--- config.mk ---
export PLATFORM = sky130hd
export DESIGN_NAME = lcd_sync_gen
export DESIGN_NICKNAME = d
export VERILOG_FILES = /design/src/rtl/lcd_sync_pkg.sv /design/src/rtl/lcd_pix_div.sv /design/src/rtl/lcd_axis_seq.sv /design/src/rtl/lcd_frame_irq.sv /design/src/rtl/lcd_sync_gen.sv
export SDC_FILE = /design/constraint.sdc
export NUM_CORES = 1
export LEC_CHECK = 0
export BUFFER_PORTS_ARGS = -buffer_cell sky130_fd_sc_hd__buf_4
export CAP_MARGIN = 20
export CORE_AREA = 2 2 82 116
export CTS_CLUSTER_SIZE = 24
export DETAILED_ROUTE_END_ITERATION = 8
export DIE_AREA = 0 0 84 118
export GPL_TIMING_DRIVEN = 0
export HOLD_SLACK_MARGIN = 0.06
export PLACE_DENSITY = 0.68
export SLEW_MARGIN = 20
export SYNTH_ARGS = -nofsm -noshare
export SYNTH_HDL_FRONTEND = slang
export SYNTH_SLANG_ARGS = --single-unit
--- constraint.sdc ---
create_clock -name clk -period 3.4 [get_ports clk]
set_clock_uncertainty 0.1 [all_clocks]
set_input_delay 0.68 -clock clk [delete_from_list [all_inputs] [get_ports clk]]
set_output_delay 0.68 -clock clk [all_outputs]
set_load 0.01 [all_outputs]
--- src/rtl/lcd_sync_pkg.sv ---
`timescale 1ns/1ps
package lcd_sync_pkg;

    typedef enum logic [1:0] {
        PH_SYNC   = 2'd0,
        PH_BACK   = 2'd1,
        PH_ACTIVE = 2'd2,
        PH_FRONT  = 2'd3
    } phase_e;

    typedef enum logic [1:0] {
        RS_IDLE  = 2'd0,
        RS_RUN   = 2'd1,
        RS_DRAIN = 2'd2
    } run_e;

    function automatic phase_e next_phase(input phase_e cur);
        phase_e nxt;
        unique case (cur)
            PH_SYNC:   nxt = PH_BACK;
            PH_BACK:   nxt = PH_ACTIVE;
            PH_ACTIVE: nxt = PH_FRONT;
            default:   nxt = PH_SYNC;
        endcase
        return nxt;
    endfunction

endpackage

--- src/rtl/lcd_pix_div.sv ---
`timescale 1ns/1ps
module lcd_pix_div #(
    parameter int DIV_W = 8
) (
    input  logic             clk,
    input  logic             rst_n,
    input  logic             div_sel,
    input  logic [DIV_W-1:0] div_m1,
    output logic             pix_en
);
    logic [DIV_W-1:0] cnt_q;

    always_ff @(posedge clk) begin
        if (!rst_n) begin
            cnt_q <= '0;
        end else if (!div_sel || cnt_q >= div_m1) begin
            cnt_q <= '0;
        end else begin
            cnt_q <= cnt_q + 1'b1;
        end
    end

    always_comb begin
        pix_en = !div_sel || (cnt_q == '0);
    end

    // a divided tick is never followed at once by another
    p_div_gap_r3: assert property (@(posedge clk) disable iff (!rst_n)
        (div_sel && pix_en && div_m1 != '0) |=> (!pix_en || !div_sel));

endmodule

--- src/rtl/lcd_axis_seq.sv ---
`timescale 1ns/1ps
module lcd_axis_seq
    import lcd_sync_pkg::*;
#(
    parameter int CW = 11
) (
    input  logic          clk,
    input  logic          rst_n,
    input  logic          clear,
    input  logic          step,
    input  logic [CW-1:0] sync_m1,
    input  logic [CW-1:0] back_m1,
    input  logic [CW-1:0] act_m1,
    input  logic [CW-1:0] front_m1,
    output phase_e        phase,
    output logic [CW-1:0] pos,
    output logic          last,
    output logic          in_sync,
    output logic          in_active,
    output logic [CW-1:0] coord
);
    phase_e        phase_q;
    logic [CW-1:0] cnt_q;
    logic [CW-1:0] cur_len;
    logic          at_end;

    always_comb begin
        unique case (phase_q)
            PH_SYNC:   cur_len = sync_m1;
            PH_BACK:   cur_len = back_m1;
            PH_ACTIVE: cur_len = act_m1;
            default:   cur_len = front_m1;
        endcase
        at_end = (cnt_q == cur_len);
    end

    always_ff @(posedge clk) begin
        if (!rst_n || clear) begin
            phase_q <= PH_SYNC;
            cnt_q   <= '0;
        end else if (step) begin
            if (at_end) begin
                phase_q <= next_phase(phase_q);
                cnt_q   <= '0;
            end else begin
                cnt_q   <= cnt_q + 1'b1;
            end
        end
    end

    always_comb begin
        phase     = phase_q;
        pos       = cnt_q;
        last      = (phase_q == PH_FRONT) && at_end;
        in_sync   = (phase_q == PH_SYNC);
        in_active = (phase_q == PH_ACTIVE);
        coord     = in_active ? cnt_q : '0;
    end

    // position frozen without a step
    p_hold_no_step_r4: assert property (@(posedge clk) disable iff (!rst_n)
        (!step && !clear) |=> ($stable(phase_q) && $stable(cnt_q)));

    // phases only move forward in the fixed order
    p_phase_order_r5: assert property (@(posedge clk) disable iff (!rst_n)
        !clear |=> (phase_q == $past(phase_q) || phase_q == next_phase($past(phase_q))));

endmodule

--- src/rtl/lcd_frame_irq.sv ---
`timescale 1ns/1ps
module lcd_frame_irq (
    input  logic clk,
    input  logic rst_n,
    input  logic frame_start,
    input  logic global_en,
    input  logic frame_en,
    input  logic clr_w1,
    output logic pend,
    output logic irq
);
    logic pend_q;
    logic set_evt;

    always_comb begin
        set_evt = frame_start && global_en && frame_en;
    end

    always_ff @(posedge clk) begin
        if (!rst_n) begin
            pend_q <= 1'b0;
        end else if (set_evt) begin
            pend_q <= 1'b1;
        end else if (clr_w1) begin
            pend_q <= 1'b0;
        end
    end

    always_comb begin
        pend = pend_q;
        irq  = pend_q && global_en && frame_en;
    end

    p_pend_set_r10: assert property (@(posedge clk) disable iff (!rst_n)
        set_evt |=> pend_q);

    p_pend_clear_r11: assert property (@(posedge clk) disable iff (!rst_n)
        (clr_w1 && !set_evt) |=> !pend_q);

    p_pend_hold_r11: assert property (@(posedge clk) disable iff (!rst_n)
        (!clr_w1 && !set_evt) |=> $stable(pend_q));

endmodule

--- src/rtl/lcd_sync_gen.sv ---
`timescale 1ns/1ps
module lcd_sync_gen
    import lcd_sync_pkg::*;
#(
    parameter int H_W   = 11,
    parameter int V_W   = 11,
    parameter int DIV_W = 8
) (
    input  logic             clk,
    input  logic             rst_n,
    input  logic             enable,
    input  logic             div_sel,
    input  logic [DIV_W-1:0] div_m1,
    input  logic [H_W-1:0]   h_sync_m1,
    input  logic [H_W-1:0]   h_back_m1,
    input  logic [H_W-1:0]   h_act_m1,
    input  logic [H_W-1:0]   h_front_m1,
    input  logic [V_W-1:0]   v_sync_m1,
    input  logic [V_W-1:0]   v_back_m1,
    input  logic [V_W-1:0]   v_act_m1,
    input  logic [V_W-1:0]   v_front_m1,
    input  logic             hsync_pol,
    input  logic             vsync_pol,
    input  logic             irq_global_en,
    input  logic             irq_frame_en,
    input  logic             irq_clear,
    output logic             pix_en,
    output logic             hsync,
    output logic             vsync,
    output logic             de,
    output logic [H_W-1:0]   pix_x,
    output logic [V_W-1:0]   pix_y,
    output logic             frame_pend,
    output logic             frame_irq
);
    run_e state_q, state_d;

    logic           tick;
    logic           running, home, adv, frame_last, frame_start;
    phase_e         h_phase, v_phase;
    logic [H_W-1:0] h_pos, h_coord;
    logic [V_W-1:0] v_pos, v_coord;
    logic           h_last, v_last, h_sync_i, v_sync_i, h_act_i, v_act_i;

    lcd_pix_div #(.DIV_W(DIV_W)) u_div (
        .clk(clk), .rst_n(rst_n), .div_sel(div_sel), .div_m1(div_m1), .pix_en(tick)
    );

    always_comb begin
        running    = (state_q != RS_IDLE);
        home       = (state_q == RS_IDLE);
        adv        = running && tick;
        frame_last = h_last && v_last;
        frame_start = (home && enable && tick) || (adv && frame_last && enable);
    end

    lcd_axis_seq #(.CW(H_W)) u_h (
        .clk(clk), .rst_n(rst_n), .clear(home), .step(adv),
        .sync_m1(h_sync_m1), .back_m1(h_back_m1), .act_m1(h_act_m1), .front_m1(h_front_m1),
        .phase(h_phase), .pos(h_pos), .last(h_last),
        .in_sync(h_sync_i), .in_active(h_act_i), .coord(h_coord)
    );

    lcd_axis_seq #(.CW(V_W)) u_v (
        .clk(clk), .rst_n(rst_n), .clear(home), .step(adv && h_last),
        .sync_m1(v_sync_m1), .back_m1(v_back_m1), .act_m1(v_act_m1), .front_m1(v_front_m1),
        .phase(v_phase), .pos(v_pos), .last(v_last),
        .in_sync(v_sync_i), .in_active(v_act_i), .coord(v_coord)
    );

    lcd_frame_irq u_irq (
        .clk(clk), .rst_n(rst_n), .frame_start(frame_start),
        .global_en(irq_global_en), .frame_en(irq_frame_en), .clr_w1(irq_clear),
        .pend(frame_pend), .irq(frame_irq)
    );

    // state register
    always_ff @(posedge clk) begin
        if (!rst_n) begin
            state_q <= RS_IDLE;
        end else begin
            state_q <= state_d;
        end
    end

    // transitions: start, drain, resume, finish
    always_comb begin
        state_d = state_q;
        unique case (state_q)
            RS_IDLE: begin
                if (enable && tick) state_d = RS_RUN;
            end
            RS_RUN: begin
                if (!enable) state_d = (tick && frame_last) ? RS_IDLE : RS_DRAIN;
            end
            RS_DRAIN: begin
                if (enable)                 state_d = RS_RUN;
                else if (tick && frame_last) state_d = RS_IDLE;
            end
            default: state_d = RS_IDLE;
        endcase
    end

    // outputs
    always_comb begin
        pix_en = tick;
        hsync  = (running && h_sync_i) ^ hsync_pol;
        vsync  = (running && v_sync_i) ^ vsync_pol;
        de     = running && h_act_i && v_act_i;
        pix_x  = running ? h_coord : '0;
        pix_y  = running ? v_coord : '0;
    end

    // idle always parks both sequencers at frame start
    p_idle_home_r9: assert property (@(posedge clk) disable iff (!rst_n)
        (state_q == RS_IDLE) |-> (h_phase == PH_SYNC && h_pos == '0 &&
                                  v_phase == PH_SYNC && v_pos == '0));

endmodule

==> impl_metrics.csv, run 1 <==
group,metric,value,unit
clock_tree,clk_pin_slew,0.05,ns
die,num_rows,41,
final_layout,syn_to_final_growth,43.2,%
critical_path,r2r-end,"u_v.pos[0]",
critical_path,path_common_cell,"buf_4",
clock_tree,insertion_delay,0.28,ns
die,die_y,118,um
power,p_seq_frac,0.399,
critical_path,crit_required,3.47,ns
synthesis,post-synth-top-count-cell,"inv_1",
power,p_switching,254,uW
clock_tree,cts.sinks,37,
timing,fmax,0.314,GHz
detailed_routing,met1Wirelength,3560,um
detailed_routing,drt-pass1-iter-count,6,
timing,slew_headroom,0.535,
critical_path,cp.arrival,3.26,ns
die,die_w,84,um
synthesis,ys.flop_type,"dfxtp_1",
detailed_routing,wl_met3,540,um
power,p_per_area,253,nW/um^2
detailed_routing,met2_length,5110,um
detailed_routing,drc,0,
critical_path,max_stage_delay,0.54,ns
critical_path,r2r_start,"u_h.phase[0]",
synthesis,synth_nets,502,
critical_path,worst-path-max-fanout,10,
critical_path,endpoint_kind,"register",
detailed_routing,wl_per_cell,15.0,um
critical_path,path_cells,"inv_1 -> ha_1 -> clkbuf_2 -> a222oi_1 -> mux2i_1 -> xnor2_1 -> nand4_1 -> buf_4 -> or4_4 -> o21ai_1 -> buf_4 -> nor2_1",
critical_path,crit_family,"buffers and inverters",
critical_path,crit_buf_inv,4,
final_layout,diodes,0,
die,core,8870,um^2
power,vdd_drop_max,0.000183,V
power,p_clk_frac,0.413,
synthesis,synth_area_leader_cell,"dfxtp_1",
synthesis,synth_edf_count,0,
detailed_routing,ant_nets,0,
grt,grt_pass1_vias,3318,
timing,finalSetupViolations,0,
synthesis,synthesis.instances,375,
min_path,hp-class,"register to register",
flow_run,maxCapViolations,0,
critical_path,slowest_stage,"or4_4",
detailed_routing,drt_iter0_drc,200,
detailed_routing,wl,9320,um
final_layout,drive_gt1_frac,0.304,
critical_path,start_kind,"register",
die,start_util,0.343,
final_layout,nets,643,
status,outcome,"completed",
grt,grt_pass1_wl,15200,um
grt,grt_max_degree,11,
power,internal_power,847,uW
detailed_routing,num_vias,3309,
placement,port-buffer-count,132,
clock_tree,cts_root_buf,"clkbuf_16",
timing,slew_violations,0,
timing,whs,0.379,ns
detailed_routing,viasPerCell,5.31,
critical_path,r2r_cells,12,
timing,setup_tns,0,ns
critical_path,rrSetupSlack,0.21,ns
synthesis,postSynthAreaPerCell,8.11,um^2
die,dieArea,9910,um^2
timing,period_share,0.938,
critical_path,cp-startpoint,"u_h.phase[0]",
synthesis,async_flop_share,0,
timing,min_period,3.19,ns
synthesis,ys_ff_latch,37,
die,pin_count,133,
synthesis,yosysTopAreaCellShare,0.243,
detailed_routing,top_layer_used,"met4",
clock_tree,cts_buffer_depth,2,
clock_tree,cts_inserted_buffers,5,
clock_tree,cts_tree,"built",
synthesis,seq_area_frac_synth,0.243,
critical_path,cp-endpoint,"u_v.pos[0]",
timing,hold_viol,0,
synthesis,synth_area_leaders,"dfxtp_1 (24%), xnor2_1 (9.2%), ha_1 (9.0%), mux2i_1 (7.9%), a222oi_1 (7.2%)",
timing,tightest_slew,0.688,ns
min_path,hold_path_depth,1,
synthesis,synth_area,3040,um^2
placement,hpwl,7500,um
grt,antenna_found_initial,0,
power,leakage,0.00199,uW
grt,gr-total-overflow,0,
timing,rsz0062_at_grt,"no",
synthesis,synth.distinct_cells,47,
clock_tree,htreeDepth,2,
grt,track_usage,0.184,
placement,gp_congestion,0.800,
placement,placed_area,4170,um^2
critical_path,path_class,"register to register",
power,switching_share,0.231,
synthesis,ys_top_cells_by_count,"inv_1 (42), dfxtp_1 (37), xnor2_1 (32)",
final_layout,final_cell_area,4360,um^2
synthesis,yosys_warnings,0,
power,comb_power_share,0.188,
critical_path,worst-path-stages,12,
-- layer usage --
| layer | GRT usage | vias up |
|---|---|---|
| met1 | 0.194 | 1560 |
| met4 | 0.0534 | 0 |
| met5 | 0 | - |
| li1 | - | 1636 |
| met2 | 0.364 | 105 |
| met3 | 0.0295 | 8 |
-- worst min path at each step --
stage	from	end	slack, ns
2_1_floorplan	u_div.cnt_q[0]	u_div.cnt_q[0]	0.34
3_3_place_gp	u_div.cnt_q[0]	u_div.cnt_q[0]	0.36
3_5_place_dp	u_div.cnt_q[0]	u_div.cnt_q[0]	0.37
4_1_cts	u_div.cnt_q[0]	u_div.cnt_q[0]	0.38
5_1_grt	u_div.cnt_q[0]	u_div.cnt_q[0]	0.41
6_report	u_div.cnt_q[0]	u_div.cnt_q[0]	0.38
-- state kept, by name, indices dropped and copies added, names as in the netlist --
signal,cells
u_v.phase,2
state_q,2
u_h.phase,2
u_h.pos,11
u_v.pos,11
u_div.cnt_q,8
u_irq.pend,1
-- cells by family (layout without fill, tap and decap cells) --
group,Yosys count,count (layout),synth area share
multiplexers,24,24,0.0789
adder cells (fa/ha/maj),22,22,0.0905
AO/OA/AOI/OAI,53,53,0.145
buffers and inverters,62,203,0.0781
flip-flops,37,37,0.243
AND/OR/NAND/NOR,134,134,0.241
XOR/XNOR,43,43,0.124
-- cell type report --
class	count	area, um^2
Sequential cell	37	741
Inverter	43	163
Fill cell	899	4520
Buffer	19	81.3
Multi-Input combinational cell	276	2090
Clock buffer	7	143
Tap cell	107	134
Timing Repair Buffer	134	1010
-- through the flow --
stage | total power, uW | instances | setup slack (ns) | utilization
finish | 1100 | 623 | 0.210 | 0.491
global route | 1150 | 623 | 0.0410 | 0.491
CTS | 1110 | 623 | 0.00932 | 0.488
detailed placement | 653 | 614 | -0.327 | 0.470
global placement | 648 | 614 | -0.208 | 0.470
floorplan | 531 | 375 | 0.552 | -
-- cells in the final DEF (no fill, tap or decap), drive strengths merged, types with 2 or more instances in the layout --
cell    netlist  final
mux2i        24     24
a211oi        2      2
nor3          3      3
or2           2      2
nor4          7      7
xnor2        32     32
a31o          2      2
inv          42     42
nor2         27     27
nor4b         4      4
dfxtp        37     37
nand4b        2      2
or3           3      3
nand2        23     23
and3         27     27
a222oi       22     22
buf           5    139
a41o          2      2
a21oi        10     10
clkbuf       14     21
and2          2      2
a21o          3      3
nand4        10     10
ha           22     22
o21ai         4      4
xor2         11     11
nand3        16     16
and4          2      2
-- power groups by stage --
stage	registers [uW]	logic, uW	clock network (uW)
floorplan	449	82.4	0
detailed placement	449	204	0
global placement	449	199	0
global route	440	225	480
finish	440	207	455
CTS	440	206	461
-- timing repair --
| action | 4_1_cts | 5_1_grt |
|---|---|---|
| endpoints found under the setup margin | 23 | 21 |
| hold buffers | 0 | 0 |
| setup buffers | 2 | 0 |
| hold endpoints to repair | 0 | 0 |
| pin swaps | 2 | 0 |
| gates resized for setup | 1 | 12 |
No activity file was read; power rests on OpenSTA's default activity.
==> inputs of run 2 (changes only) <==
Settings changed: ABC_AREA from default to 1, CORE_AREA 2 2 82 116 to 2 2 88 124, DIE_AREA 0 0 84 118 to 0 0 90 126, PLACE_DENSITY 0.68 to 0.66.
==> impl_metrics.csv, run 2 <==
group,metric,value,unit
status,outcome,"completed",
final_layout,layout_common_cells,"nand2_1 (225), buf_4 (134), inv_1 (80)",
clock_tree,cts_buffer_depth,2,
final_layout,drive_gt1_frac,0.215,
critical_path,path_cells,"inv_1 -> ha_1 -> buf_4 -> nand2_1 -> clkbuf_1 -> nor2_1 -> buf_4",
critical_path,crit_buf_inv,4,
die,core,10200,um^2
placement,pre_cts_ws,0.608,ns
detailed_routing,drt-pass1-iter-count,5,
synthesis,post-synth-top-count-cell,"nand2_1",
final_layout,seq_area,741,um^2
min_path,hp-class,"register to register",
placement,hpwl,9100,um
timing,slew_headroom,0.692,
clock_tree,cts_tree,"built",
grt,grt_pass1_wl,18500,um
timing,min_period,2.81,ns
synthesis,ys_top_cells_by_count,"nand2_1 (225), inv_1 (80), nand3_1 (68)",
grt,gr-total-overflow,0,
final_layout,nets,882,
critical_path,endpoint_kind,"output port",
critical_path,start_kind,"register",
detailed_routing,wl_per_cell,12.1,um
synthesis,synthesis.instances,616,
critical_path,crit_required,2.62,ns
timing,finalSetupViolations,0,
die,num_rows,44,
power,vdd_drop_max,0.000230,V
placement,gp_congestion,0.845,
flow_run,maxCapViolations,0,
die,start_util,0.344,
detailed_routing,viasPerCell,4.77,
critical_path,crit_family,"buffers and inverters",
critical_path,worst-path-max-fanout,10,
final_layout,final_common_cell,"nand2_1",
placement,port-buffer-count,132,
grt,grt_pass1_vias,4197,
power,p_per_area,237,nW/um^2
detailed_routing,ant_nets,0,
timing,fmax,0.355,GHz
timing,hold_viol,0,
synthesis,ys_ff_latch,37,
die,die_y,126,um
critical_path,rrSetupSlack,0.61,ns
critical_path,path_common_cell,"buf_4",
grt,use_met2,0.360,
final_layout,multiInputGateArea,2400,um^2
clock_tree,cts-hold-fix-buffers,0,
clock_tree,insertion_delay,0.28,ns
grt,grt_max_degree,11,
die,pin_count,133,
die,dieArea,11300,um^2
detailed_routing,drt_iter0_drc,187,
placement,placed_cells,886,
synthesis,seq_area_frac_synth,0.210,
power,leakage,0.00237,uW
critical_path,path_class,"register to output port",
clock_tree,post_cts_buffers,0,
die,die_w,90,um
final_layout,final_cells,893,
synthesis,ys.flop_type,"dfxtp_1",
synthesis,yosysTopAreaCellShare,0.240,
critical_path,slowest_stage,"dfxtp_1",
grt,use_met1,0.208,
synthesis,postSynthAreaPerCell,5.72,um^2
synthesis,synth.distinct_cells,32,
grt,antenna_found_initial,0,
clock_tree,clk_pin_slew,0.06,ns
clock_tree,ctsResizeCount,0,
synthesis,synth_nets,743,
timing,rsz0062_at_grt,"no",
clock_tree,htreeDepth,2,
timing,fin_ws,0.587,ns
clock_tree,cts_root_buf,"clkbuf_16",
synthesis,synth_area,3530,um^2
critical_path,cp.arrival,2.03,ns
final_layout,syn_to_final_growth,37.0,%
final_layout,diodes,0,
synthesis,synth_area_leaders,"nand2_1 (24%), dfxtp_1 (21%), nand3_1 (9.7%), inv_1 (8.5%), ha_1 (7.8%)",
timing,tightest_slew,0.461,ns
critical_path,max_stage_delay,0.40,ns
clock_tree,cts_inserted_buffers,5,
grt,top_usage_layer,"met2",
detailed_routing,drc,0,
detailed_routing,wl,10800,um
timing,setup_tns,0,ns
timing,period_share,0.827,
grt,grtUsageMet3,0.0419,
synthesis,async_flop_share,0,
timing,slew_violations,0,
clock_tree,cts.sinks,37,
synthesis,synth_edf_count,0,
synthesis,synth_area_leader_cell,"nand2_1",
grt,track_usage,0.193,
synthesis,yosys_warnings,0,
final_layout,fillers,1104,
detailed_routing,num_vias,4262,
run 2: changes by cell type in the layout (fill, tap and decap cells not counted), sizes merged, moves of 22 or more:
cell and delta:
nand2 +204, nand3 +53, inv +41, xnor2 -29, and3 -27, mux2i -24, nor3 +23, a222oi -22
run 2: logic make-up (layout without fill, tap and decap cells):
kind of cell / count (synthesis) / count (layout) / synth area share
compound gates: 49 / 49 / 0.0777
fa+ha+maj: 22 / 22 / 0.0781
buf+inv: 98 / 237 / 0.110
simple gates: 394 / 394 / 0.484
flops: 37 / 37 / 0.210
xor+xnor: 16 / 16 / 0.0397
run 2: final cells by class:
class                      count  area share
timing repair buffer         132       0.205
tap                          138      0.0357
clock buffer                   7      0.0295
inverter                      83      0.0645
buffer                        15      0.0161
multi-input combinational    481       0.496
sequential                    37       0.153
run 2: power breakdown:
part           total, uW  internal (uW)  switching, uW
clock                455            288            167
combinational        246            128            118
sequential           444            439           5.13
run 2: path summary, 6_finish.rpt:
kind / start / end / depth (start not counted)
hold reg to reg: u_div.cnt_q[0] / u_div.cnt_q[0] / 1
hold / removal: u_div.cnt_q[0] / u_div.cnt_q[0] / 1
setup / recovery: u_h.phase[0] / pix_x[9] / 7
setup reg to reg: u_h.phase[0] / u_h.pos[2] / 17
run 2: worst register-to-register path, delay by kind of cell (launching register included):
kind | cells | cell delay, ns
simple gates | 10 | 1.29
buf+inv | 5 | 0.49
flops | 1 | 0.40
fa+ha+maj | 1 | 0.30
compound gates | 1 | 0.13
run 2: layer usage:
layer | up-vias | wire, um
met5 | - | 0
met1 | 1866 | 4200
met3 | 23 | 658
met2 | 145 | 5590
li1 | 2228 | -
met4 | 0 | 359
run 2: per-stage QoR:
stage | hold WS, ns | power, uW | area [um^2] | util
after floorplan | 0.317 | 564 | 3530 | -
after global placement | 0.329 | 693 | 4690 | 0.458
after detailed placement | 0.358 | 699 | 4690 | 0.458
after CTS | 0.370 | 1160 | 4830 | 0.472
after global routing | 0.402 | 1200 | 4830 | 0.472
final | 0.360 | 1140 | 4830 | 0.472
==> inputs of run 3 (changes only) <==
Settings changed: ABC_AREA 1 to 0, CORE_AREA 2 2 88 124 to 2 2 82 116, DIE_AREA 0 0 90 126 to 0 0 84 118, PLACE_DENSITY 0.66 to 0.68.
Clock period 3.4 ns to 2.75 ns, I/O delays scaled along.
==> impl_metrics.csv, run 3 (synthesis gave the netlist of run 1 again) <==
group,metric,value,unit
timing,fmax,0.344,GHz
critical_path,rrSetupSlack,-0.16,ns
placement,gp_congestion,0.862,
die,die_w,84,um
power,p_switching,325,uW
die,start_util,0.343,
grt,grt_max_degree,12,
placement,hpwl,7600,um
detailed_routing,drt-pass1-iter-count,6,
final_layout,layout_common_cells,"buf_4 (149), inv_1 (39), xnor2_1 (32)",
power,leakage,0.00219,uW
timing,period_share,1.06,
placement,port-buffer-count,132,
die,dieArea,9910,um^2
placement,placed_cells,614,
timing,slew_headroom,0.479,
timing,rsz0062_at_grt,"yes",
power,p_seq_frac,0.384,
timing,min_period,2.91,ns
die,pin_count,133,
timing,hold_viol,0,
detailed_routing,ant_nets,0,
critical_path,r2r-end,"u_v.pos[3]",
clock_tree,cts_tree,"built",
detailed_routing,wl_per_cell,15.5,um
flow_run,maxCapViolations,0,
critical_path,cp-startpoint,"u_h.phase[0]",
power,switching_share,0.231,
final_layout,fillers,832,
power,p_per_area,290,nW/um^2
die,core,8870,um^2
detailed_routing,drc,0,
final_layout,syn_to_final_growth,59.9,%
timing,fin_ws,-0.158,ns
detailed_routing,num_vias,3431,
detailed_routing,viasPerCell,5.31,
grt,gr-total-overflow,0,
min_path,hp-class,"register to register",
grt,antenna_found_initial,0,
detailed_routing,drt_iter0_drc,207,
clock_tree,cts_inserted_buffers,5,
timing,finalSetupViolations,16,
clock_tree,insertion_delay,0.28,ns
timing,whs,0.351,ns
final_layout,drive_gt1_frac,0.419,
clock_tree,cts.sinks,37,
power,p_total,1410,uW
power,p_clk_frac,0.418,
critical_path,cp.arrival,3.02,ns
power,vdd_drop_max,0.000248,V
placement,pre_cts_ws,-0.626,ns
grt,grt_pass1_vias,3356,
critical_path,r2r_start,"u_h.phase[0]",
critical_path,cp-endpoint,"u_v.pos[3]",
critical_path,r2r_cells,11,
critical_path,path_class,"register to register",
power,internal_power,1090,uW
timing,slew_violations,0,
clock_tree,clk_pin_slew,0.05,ns
clock_tree,cts_buffer_depth,2,
status,outcome,"finished with violations",
critical_path,crit_required,2.86,ns
critical_path,worst-path-max-fanout,7,
final_layout,final_cells,646,
grt,track_usage,0.189,
detailed_routing,wl,10000,um
critical_path,endpoint_kind,"register",
grt,grt_pass1_wl,15600,um
critical_path,start_kind,"register",
clock_tree,cts_root_buf,"clkbuf_16",
die,num_rows,41,
status,failed_checks,"negative setup slack",
die,die_y,118,um
final_layout,final_common_cell,"buf_4",
clock_tree,htreeDepth,2,
final_layout,diodes,0,
final_layout,nets,665,
timing,tightest_slew,0.774,ns
final_layout,utilization,0.548,
power,comb_power_share,0.197,
## run 3: cell count changes in the layout (fill, tap and decap cells not counted), moves of 22 or more
cell and change:
a21oi_1 -26, a222oi_1 +22, and3_1 +27, inv_1 -41, mux2i_1 +24, nand2_1 -203, nand3_1 -54, nor2_1 -23
nor3_1 -23, xnor2_1 +29
## run 3: worst min-delay path by stage
| stage | start | endpoint | slack, ns | cells past startpoint |
|---|---|---|---|---|
| floorplan | u_div.cnt_q[0] | u_div.cnt_q[0] | 0.34 | 1 |
| global placement | u_div.cnt_q[0] | u_div.cnt_q[0] | 0.35 | 1 |
| detailed placement | u_div.cnt_q[0] | u_div.cnt_q[0] | 0.36 | 1 |
| CTS | u_div.cnt_q[0] | u_div.cnt_q[0] | 0.34 | 1 |
| global route | u_div.cnt_q[0] | u_div.cnt_q[0] | 0.38 | 1 |
| finish | u_div.cnt_q[0] | u_div.cnt_q[0] | 0.35 | 1 |
## run 3: critical path: stages (launching register included)
cell and delay (ns):
dfxtp_4 0.38, inv_4 0.05, ha_4 0.17, clkbuf_16 0.15, a222oi_1 0.31, mux2i_1 0.15
xnor2_1 0.18, nand4_1 0.13, buf_6 0.16, or4_4 0.57, or3_4 0.35, a21oi_2 0.13
## run 3: per-layer routing
metal  GRT usage  share of wire  vias up
met5           0              0        -
met4      0.0544          0.017        0
met3      0.0217          0.049       12
met2       0.373           0.56      120
met1       0.207           0.38     1619
li1            -              -     1680
## run 3: area by class of cell
type / count / area, um^2 / share of cell area
plain buffers: 18 / 133 / 0.0273
clock buffers: 7 / 153 / 0.0314
clock inverters: 1 / 5.00 / 0.00103
inverters: 43 / 165 / 0.0340
multi-input cells: 276 / 2300 / 0.474
flip-flops and latches: 37 / 753 / 0.155
well taps: 107 / 134 / 0.0275
repair buffers: 157 / 1220 / 0.250
## run 3: power groups by stage
stage / registers, uW / clock network [uW] / logic, uW
after floorplan: 554 / 0 / 103
after global placement: 554 / 0 / 245
after global routing: 543 / 620 / 304
after CTS: 542 / 600 / 267
after detailed placement: 554 / 0 / 251
final: 542 / 590 / 279
## run 3: through the flow
| step | setup TNS (ns) | cell area, um^2 |
|---|---|---|
| after floorplan | 0 | 3080 |
| after global placement | -10.75 | 4200 |
| after detailed placement | -12.50 | 4200 |
| after CTS | -1.02 | 4640 |
| after global routing | -4.71 | 4860 |
| final | -1.64 | 4860 |
## run 3: repair_timing
| item | in CTS | in global routing |
|---|---|---|
| cloned | 2 | 0 |
| endpoints found under the setup margin | 28 | 26 |
| hold buffers | 0 | 0 |
| resized for setup | 43 | 34 |
| setup buffers | 12 | 11 |
| pin swaps | 16 | 23 |
